<file path="src/rtl/thr_pkg.sv">
`timescale 1ns/1ps
package thr_pkg;
    typedef enum logic [1:0] {
        EMU_EMPTY = 2'd0,
        EMU_DRAIN = 2'd1,
        EMU_FULL  = 2'd2
    } emu_state_e;
endpackage

</file>
<file path="src/rtl/derand_emu.sv">
`timescale 1ns/1ps
module derand_emu
    import thr_pkg::*;
#(
    parameter int DEPTH       = 16,
    parameter int READOUT_CYC = 36,
    localparam int OCC_W      = $clog2(DEPTH + 1),
    localparam int TMR_W      = $clog2(READOUT_CYC)
) (
    input  logic             clk,
    input  logic             rst_n,
    input  logic             push,
    output logic [OCC_W-1:0] occ,
    output logic             pop,
    output logic             full_blk
);
    emu_state_e       st, st_nx;
    logic [OCC_W-1:0] occ_q;
    logic [TMR_W-1:0] tmr;
    logic             tmr_done;

    assign tmr_done = (tmr == TMR_W'(READOUT_CYC - 1));
    assign occ      = occ_q;

    // State register
    always_ff @(posedge clk) begin
        if (!rst_n) st <= EMU_EMPTY;
        else        st <= st_nx;
    end

    // Next state
    always_comb begin
        st_nx = st;
        unique case (st)
            EMU_EMPTY: if (push) st_nx = EMU_DRAIN;
            EMU_DRAIN: begin
                if (push && !pop && occ_q == OCC_W'(DEPTH - 1)) st_nx = EMU_FULL;
                else if (pop && !push && occ_q == OCC_W'(1))    st_nx = EMU_EMPTY;
            end
            EMU_FULL:  if (pop && !push) st_nx = EMU_DRAIN;
            default:   st_nx = EMU_EMPTY;
        endcase
    end

    // Outputs of the state machine
    always_comb begin
        pop      = 1'b0;
        full_blk = 1'b0;
        unique case (st)
            EMU_EMPTY: ;
            EMU_DRAIN: pop = tmr_done;
            EMU_FULL: begin
                pop      = tmr_done;
                full_blk = !tmr_done;
            end
            default: ;
        endcase
    end

    // Fill level and readout timer
    always_ff @(posedge clk) begin
        if (!rst_n) begin
            occ_q <= '0;
            tmr   <= '0;
        end else begin
            occ_q <= occ_q + OCC_W'(push) - OCC_W'(pop);
            if (st == EMU_EMPTY || pop) tmr <= '0;
            else                        tmr <= tmr + TMR_W'(1);
        end
    end
endmodule

</file>
<file path="src/rtl/gap_timer.sv">
`timescale 1ns/1ps
module gap_timer #(
    parameter int GAP_W = 8
) (
    input  logic             clk,
    input  logic             rst_n,
    input  logic             fire,
    input  logic [GAP_W-1:0] min_gap,
    output logic             hold
);
    logic [GAP_W-1:0] cnt;

    always_ff @(posedge clk) begin
        if (!rst_n)              cnt <= '0;
        else if (fire)           cnt <= (min_gap == '0) ? '0 : min_gap - GAP_W'(1);
        else if (cnt != '0)      cnt <= cnt - GAP_W'(1);
    end

    assign hold = (cnt != '0);
endmodule

</file>
<file path="src/rtl/rate_window.sv">
`timescale 1ns/1ps
module rate_window #(
    parameter int WIN_LEN_MAX = 64,
    localparam int WIN_W      = $clog2(WIN_LEN_MAX + 1)
) (
    input  logic             clk,
    input  logic             rst_n,
    input  logic             fire,
    input  logic [WIN_W-1:0] win_len,
    input  logic [WIN_W-1:0] win_max,
    output logic             limit
);
    logic [WIN_LEN_MAX-1:0] hist;
    logic [WIN_W-1:0]       cnt;

    always_ff @(posedge clk) begin
        if (!rst_n) hist <= '0;
        else        hist <= {hist[WIN_LEN_MAX-2:0], fire};
    end

    always_comb begin
        cnt = '0;
        for (int i = 0; i < WIN_LEN_MAX; i++) begin
            if (i < int'(win_len) && hist[i]) cnt = cnt + WIN_W'(1);
        end
    end

    assign limit = (win_len != '0) && (cnt >= win_max);
endmodule

</file>
<file path="src/rtl/trig_throttle.sv">
`timescale 1ns/1ps
module trig_throttle #(
    parameter int DEPTH       = 16,
    parameter int READOUT_CYC = 36,
    parameter int GAP_W       = 8,
    parameter int WIN_LEN_MAX = 64,
    parameter int REJ_W       = 16,
    localparam int OCC_W      = $clog2(DEPTH + 1),
    localparam int WIN_W      = $clog2(WIN_LEN_MAX + 1)
) (
    input  logic             clk,
    input  logic             rst_n,
    input  logic             trig_in,
    input  logic [GAP_W-1:0] min_gap,
    input  logic [WIN_W-1:0] win_len,
    input  logic [WIN_W-1:0] win_max,
    input  logic             rej_clr,
    output logic             accept,
    output logic             busy,
    output logic [OCC_W-1:0] occupancy,
    output logic [REJ_W-1:0] rej_count
);
    logic full_blk, slot_pop, gap_hold, win_limit;

    derand_emu #(.DEPTH(DEPTH), .READOUT_CYC(READOUT_CYC)) u_emu (
        .clk(clk), .rst_n(rst_n), .push(accept),
        .occ(occupancy), .pop(slot_pop), .full_blk(full_blk)
    );

    gap_timer #(.GAP_W(GAP_W)) u_gap (
        .clk(clk), .rst_n(rst_n), .fire(accept),
        .min_gap(min_gap), .hold(gap_hold)
    );

    rate_window #(.WIN_LEN_MAX(WIN_LEN_MAX)) u_win (
        .clk(clk), .rst_n(rst_n), .fire(accept),
        .win_len(win_len), .win_max(win_max), .limit(win_limit)
    );

    assign busy   = full_blk | gap_hold | win_limit;
    assign accept = trig_in & ~busy;

    always_ff @(posedge clk) begin
        if (!rst_n || rej_clr)
            rej_count <= '0;
        else if (trig_in && !accept && rej_count != '1)
            rej_count <= rej_count + REJ_W'(1);
    end
endmodule

</file>
<file path="config.mk">
export PLATFORM = sky130hd
export DESIGN_NAME = trig_throttle
export DESIGN_NICKNAME = d
export VERILOG_FILES = /design/src/rtl/thr_pkg.sv /design/src/rtl/derand_emu.sv /design/src/rtl/gap_timer.sv /design/src/rtl/rate_window.sv /design/src/rtl/trig_throttle.sv
export SDC_FILE = /design/constraint.sdc
export NUM_CORES = 1
export LEC_CHECK = 0
export BUFFER_PORTS_ARGS = -buffer_cell sky130_fd_sc_hd__buf_2
export CAP_MARGIN = 30
export CORE_AREA = 2 2 152 229
export CTS_CLUSTER_SIZE = 12
export DETAILED_ROUTE_END_ITERATION = 16
export DIE_AREA = 0 0 154 231
export SETUP_SLACK_MARGIN = 0.02
export SLEW_MARGIN = 20
export SYNTH_ARGS = -nofsm -noshare
export SYNTH_HDL_FRONTEND = slang
export SYNTH_SLANG_ARGS = --single-unit
</file>
<file path="constraint.sdc">
create_clock -name clk -period 68.1 [get_ports clk]
set_input_delay 3.405 -clock clk [delete_from_list [all_inputs] [get_ports clk]]
set_output_delay 3.405 -clock clk [all_outputs]
set_load 0.02 [all_outputs]
</file>
# After elaboration in Yosys (flattened, before gate mapping)
# Cells that the tools add are included.
[classes] n_addsub=69 n_lt_le_gt_ge=65 n_eq_ne=9 muxes=74 n_bitwise=5 n_reduce_logical=85
[op_table] operator="7-bit 2-to-1 mux" count=63
[op_table] operator="7-bit by 1-bit adder with 7-bit output, second input constant" count=62
[op_table] operator="6-bit by 7-bit less-than comparator with 1-bit output, first input constant" count=32
[op_table] operator="5-bit by 7-bit less-than comparator with 1-bit output, first input constant" count=16
[op_table] operator="1-bit logical AND" count=71
[op_table] operator="4-bit by 7-bit less-than comparator with 1-bit output, first input constant" count=8
[op_table] operator="3-bit by 7-bit less-than comparator with 1-bit output, first input constant" count=4
[op_table] operator="8-bit 2-to-1 mux" count=3
[op_table] operator="16-bit by 1-bit adder with 16-bit output, second input constant" count=1
[op_table] operator="16-bit != test, second input constant" count=1
[op_table] operator="8-bit by 1-bit subtractor with 8-bit output, second input constant" count=2
[op_table] operator="1-bit by 7-bit less-than comparator with 1-bit output, first input constant" count=2
[op_table] operator="2-bit by 7-bit less-than comparator with 1-bit output, first input constant" count=2
[op_table] operator="8-bit logical NOT" count=1
[op_table] operator="2-bit 2-to-1 mux" count=4
[op_table] operator="8-bit nonzero test" count=1
[op_table] operator="7-bit >= comparator" count=1
[op_table] operator="7-bit nonzero test" count=1
[op_table] operator="6-bit by 1-bit adder with 6-bit output, second input constant" count=1
[op_table] operator="6-bit == test, second input constant" count=1
[op_table] operator="2-bit one-hot mux with 3 select lines" count=1
[op_table] operator="5-bit by 1-bit adder with 5-bit output" count=1
[op_table] operator="5-bit by 1-bit == test with 1-bit output, second input constant" count=1
[op_table] operator="5-bit by 4-bit == test with 1-bit output, second input constant" count=1
[op_table] operator="16 further kinds" count=26
[totals] ff_bits=101 word_cells=313

# Logic depth before layout (Yosys ltp)
[depth] depth_word=140 mapped_depth=211 mapped_depth_nobuf=209

# Cells and area by module
# A second synthesis with hierarchy kept.
[hier_totals] cells_unflattened=2241 hier_area_um2=16737.3
[modules_own_cells] mod="rate_window" instances=1 cells_per_inst=1979 area_each_um2=14420.1 seq_area_each_um2=1281.2
[modules_own_cells] mod="trig_throttle" instances=1 cells_per_inst=107 area_each_um2=909.6 seq_area_each_um2=320.3
[modules_own_cells] mod="derand_emu" instances=1 cells_per_inst=89 area_each_um2=785.8 seq_area_each_um2=260.2
[modules_own_cells] mod="gap_timer" instances=1 cells_per_inst=66 area_each_um2=621.8 seq_area_each_um2=160.2

# Worst setup path after synthesis
# OpenSTA, ideal clock, no wires.
[synth_path] path_kind="input to output" startpoint="input port win_len[6]" endpoint="output port accept" arrival_ns=35.079 t_required_ns=64.695 path_slack_ns=29.616 path_stages=191 path_buffers=2 cell_sequence="buf_6 or4_4 buf_6 o21ai_0 inv_1 ha_1 xnor2_1 ha_1 o211ai_1 o31a_1 inv_2 ha_1 nor2_1 a21oi_1 ha_1 o22ai_1 a21oi_1 xnor2_1 (+155 left out) inv_1 ha_1 nor2_1 a21oi_1 ha_1 mux2_2 ha_1 a21oi_1 nor2b_1 o21ai_0 nand2b_1 a21oi_1 nor2b_1 o21ai_0 nand2b_1 a21oi_1 nand2_1 inv_1"
[synth_between] elab_chain_len=134
[synth_rtl] element="start: declaration" line_no="trig_throttle.sv:15" rtl="input logic [WIN_W-1:0] win_len,"
[synth_rtl] element="1-bit by 7-bit less-than comparator with 1-bit output" line_no="rate_window.sv:24" rtl="if (i < int'(win_len) && hist[i]) cnt = cnt + WIN_W'(1);"
[synth_rtl] element="1-bit logical AND" line_no="rate_window.sv:24"
[synth_rtl] element="1-bit 2-to-1 mux" line_no="rate_window.sv:24"
[synth_rtl] element="1-bit by 1-bit adder with 2-bit output" line_no="rate_window.sv:24"
[synth_rtl] element="7-bit 2-to-1 mux" line_no="rate_window.sv:24"
[synth_rtl] element="7-bit by 1-bit adder with 7-bit output" line_no="rate_window.sv:24"
[synth_rtl] element="7-bit 2-to-1 mux" line_no="rate_window.sv:24"
[synth_rtl] element="7-bit by 1-bit adder with 7-bit output" line_no="rate_window.sv:24"
[synth_rtl] element="(+118 left out)"
[synth_rtl] element="7-bit 2-to-1 mux" line_no="rate_window.sv:24"
[synth_rtl] element="7-bit by 1-bit adder with 7-bit output" line_no="rate_window.sv:24"
[synth_rtl] element="7-bit 2-to-1 mux" line_no="rate_window.sv:24"
[synth_rtl] element="7-bit >= comparator" line_no="rate_window.sv:28" rtl="assign limit = (win_len != '0) && (cnt >= win_max);"
[synth_rtl] element="1-bit logical AND (*)" line_no="rate_window.sv:28"
[synth_rtl] element="1-bit OR (*)" line_no="trig_throttle.sv:40" rtl="assign busy = full_blk | gap_hold | win_limit;"
[synth_rtl] element="1-bit NOT (*)" line_no="trig_throttle.sv:41" rtl="assign accept = trig_in & ~busy;"
[synth_rtl] element="1-bit bitwise AND (*)" line_no="trig_throttle.sv:41"
[synth_rtl] element="end: declaration" line_no="trig_throttle.sv:18" rtl="output logic accept,"
# Every way passes the cells marked *; elsewhere a longest branch is shown, timed or not.

# Worst setup path in the final report
[layout_path] startpoint="input port win_len[2]" endpoint="output port accept"
# Same word-level chain as after synthesis.

==> impl_metrics.sql <==
INSERT INTO impl_metrics (metric_group, metric, value, unit) VALUES
('power_and_ir_drop', 'power.leakage', '7.04', 'nW'),
('setup_path', 'cpLargestDelayFamily', 'compound AO/OA/AOI/OAI gates', ''),
('setup_path', 'crit_path_end_kind', 'primary output', ''),
('cells_and_area', 'design.final.nets', '2252', ''),
('global_route', 'global_route.overflow_total', '0', ''),
('timing', 'final_hold_viol_count', '0', ''),
('setup_path', 'critical-path-max-stage-delay', '0.68', 'ns'),
('floorplan', 'row_count', '83', ''),
('timing', 'maxClockFrequency', '0.0233', 'GHz'),
('setup_path', 'path_common_cell', 'sky130_fd_sc_hd__ha_1', ''),
('clock_tree', 'cts_hold_buffers', '0', ''),
('run_status', 'result_of_the_run', 'finished clean', ''),
('setup_path', 'worst-path-max-fanout', '30', ''),
('timing', 'fin_tns_setup', '0', 'ns'),
('timing', 'finalCritPeriodShare', '63.1', '%'),
('clock_tree', 'post_cts_buffers', '0', ''),
('clock_tree', 'clock_sink_count', '101', ''),
('clock_tree', 'cts_buffers', '9', ''),
('global_route', 'grt_max_degree', '82', ''),
('power_and_ir_drop', 'internal-power', '0.137', 'mW'),
('setup_path', 'critical_path_required', '64.69', 'ns'),
('floorplan', 'core_region_area', '33800', 'µm²'),
('power_and_ir_drop', 'power.share.sequential', '27.9', '%'),
('job', 'max_cap_viol_count', '0', ''),
('place', 'place_area', '16500', 'µm²'),
('synth', 'share_of_the_yosys_chip_area_belonging_to_registers', '12.7', '%'),
('setup_path', 'timing.critical_path.arrival', '39.59', 'ns'),
('drt', 'drtAntennaViolNets', '0', ''),
('place', 'numPlacedInstances', '2549', ''),
('floorplan', 'start_util', '47.3', '%'),
('global_route', 'grt_pass1_wl', '70400', 'µm'),
('synth', 'syn_avg_cell_area', '7.49', 'µm²'),
('place', 'dpl_hpwl', '34900', 'µm'),
('synth', 'synthesis.area', '16000', 'µm²'),
('floorplan', 'die_w', '154', 'µm'),
('timing', 'setup_viol', '0', ''),
('cells_and_area', 'multi_input_comb_area', '13300', 'µm²'),
('timing', 'maxSlewViolCount', '0', ''),
('power_and_ir_drop', 'clkPwrFrac', '24.5', '%'),
('timing', 'layout_min_cycle_time', '42.99', 'ns'),
('power_and_ir_drop', 'switchingPower', '0.0947', 'mW'),
('cells_and_area', 'final_layout_size_suffix_gt1_share', '8.45', '%'),
('synth', 'mappedNetlistNets', '2246', ''),
('cells_and_area', 'fill_cells', '3373', ''),
('synth', 'asyncSetResetFlopFracSynth', '0', '%'),
('drt', 'post_drt_wl_per_cell', '16.7', 'µm'),
('drt', 'total_iterations_of_the_first_detailed_routing_run', '6', ''),
('timing', 'setup_repair_after_global_routing_missed_its_margin', 'false', ''),
('place', 'pre_cts_ws', '25.23', 'ns'),
('setup_path', 'critical_path_buf_inv_count', '15', ''),
('timing', 'fin_hold_ws', '0.450', 'ns'),
('drt', 'drt_first_iter_violations', '683', ''),
('global_route', 'grt_antenna_before_repair', '3', ''),
('setup_path', 'worstSetupPathType', 'in -> out', ''),
('drt', 'drc_errors', '0', ''),
('clock_tree', 'cts_resized', '0', ''),
('clock_tree', 'cts_tree', 'yes', ''),
('synth', 'post_synth_inst_count', '2132', ''),
('cells_and_area', 'postLayoutCoreUtil', '50.0', '%'),
('floorplan', 'die_area', '35600', 'µm²'),
('power_and_ir_drop', 'power.density_cell_area', '13.7', 'nW/µm²'),
('cells_and_area', 'areaGrowthSynthToFinish', '5.67', '%'),
('synth', 'synth_ff_type', 'sky130_fd_sc_hd__dfxtp_1', ''),
('power_and_ir_drop', 'switching_share', '40.8', '%'),
('floorplan', 'die-height', '231', 'µm'),
('cells_and_area', 'sequential_cell_area', '2020', 'µm²'),
('cells_and_area', 'final_instance_area', '16900', 'µm²'),
('setup_path', 'worst-r2r-setup-slack', '31.94', 'ns'),
('drt', 'route.final.wire_length', '42800', 'µm'),
('synth', 'synth.distinct_cells', '106', ''),
('timing', 'max_slew_margin', '41.4', '%');
## layer usage
layer / up-vias / wire [µm] / global-route usage, %
met4: 4 / 2170 / 12.4
met3: 117 / 1000 / 2.42
met1: 7069 / 17400 / 25.9
li1: 7570 / - / -
met5: - / 27 / 0
met2: 242 / 22200 / 45.6
## synthesized netlist by cell type (all sizes together), types with 6 or more instances
| master | instances | area, µm² |
|---|---|---|
| a2111oi | 7 | 61.3 |
| a211oi | 17 | 133 |
| a21boi | 19 | 143 |
| a21o | 18 | 135 |
| a21oi | 114 | 571 |
| a221oi | 7 | 61.3 |
| a31oi | 26 | 169 |
| a32oi | 13 | 114 |
| and2 | 94 | 588 |
| and3 | 33 | 206 |
| buf | 17 | 95.1 |
| clkbuf | 49 | 184 |
| dfxtp | 101 | 2020 |
| ha | 87 | 1090 |
| inv | 88 | 330 |
| mux2 | 8 | 90.1 |
| mux2i | 23 | 234 |
| nand2 | 248 | 933 |
| nand2b | 20 | 125 |
| nand3 | 69 | 345 |
| nand4 | 21 | 131 |
| nand4b | 8 | 70.1 |
| nor2 | 196 | 736 |
| nor2b | 22 | 138 |
| nor3 | 44 | 225 |
| nor3b | 13 | 103 |
| nor4 | 14 | 109 |
| o211ai | 19 | 148 |
| o21a | 36 | 270 |
| o21ai | 129 | 657 |
| o22ai | 16 | 100 |
| o31ai | 15 | 126 |
| o41ai | 6 | 52.6 |
| or2 | 14 | 87.6 |
| or3 | 19 | 124 |
| or4 | 8 | 63.8 |
| xnor2 | 244 | 2510 |
| xnor3 | 25 | 573 |
| xor2 | 128 | 1210 |
## final timing paths
check,cells past startpoint,from,endpoint
worst min-delay path,1,u_win.hist[39]$_SDFF_PN0_,u_win.hist[40]$_SDFF_PN0_
worst max register to register,189,u_win.hist[0]$_SDFF_PN0_,u_emu.occ[4]$_SDFF_PN0_
worst max-delay path,193,win_len[2],accept
worst min register to register,1,u_win.hist[39]$_SDFF_PN0_,u_win.hist[40]$_SDFF_PN0_
## registers in the layout (all words and copies together), names as in the netlist
signal	count
u_win.hist	64
u_emu.st	2
rej_count	16
u_emu.occ	5
u_gap.cnt	8
u_emu.tmr	6
## area by class of cell
cell class | instances | area share (%)
antenna | 1 | 0.0148
clock buffer | 10 | 1.42
clock inverter | 6 | 0.445
inverter | 88 | 1.96
multi-input combinational | 1877 | 79.1
sequential | 101 | 12.0
tap | 425 | 3.15
timing repair buffer | 61 | 1.96
## power groups by stage
stage	sequential (mW)	combinational, mW	clock (mW)
4_1_cts	0.0648	0.111	0.0581
3_5_place_dp	0.0662	0.110	0
5_1_grt	0.0652	0.124	0.0599
6_report	0.0648	0.111	0.0568
2_1_floorplan	0.0663	0.0880	0
3_3_place_gp	0.0661	0.108	0
## cells by family (layout without fill, tap and decap cells)
group / Yosys count / count (layout) / synth area share (%)
multiplexers: 31 / 31 / 2.03
other: 0 / 1 / 0
flip-flops: 101 / 101 / 12.7
buffers and inverters: 154 / 165 / 3.81
XOR/XNOR: 398 / 398 / 27.0
adder cells (fa/ha/maj): 91 / 91 / 7.14
AND/OR/NAND/NOR: 845 / 845 / 26.2
AO/OA/AOI/OAI: 512 / 512 / 21.1
(Power assumes the default switching activity.)
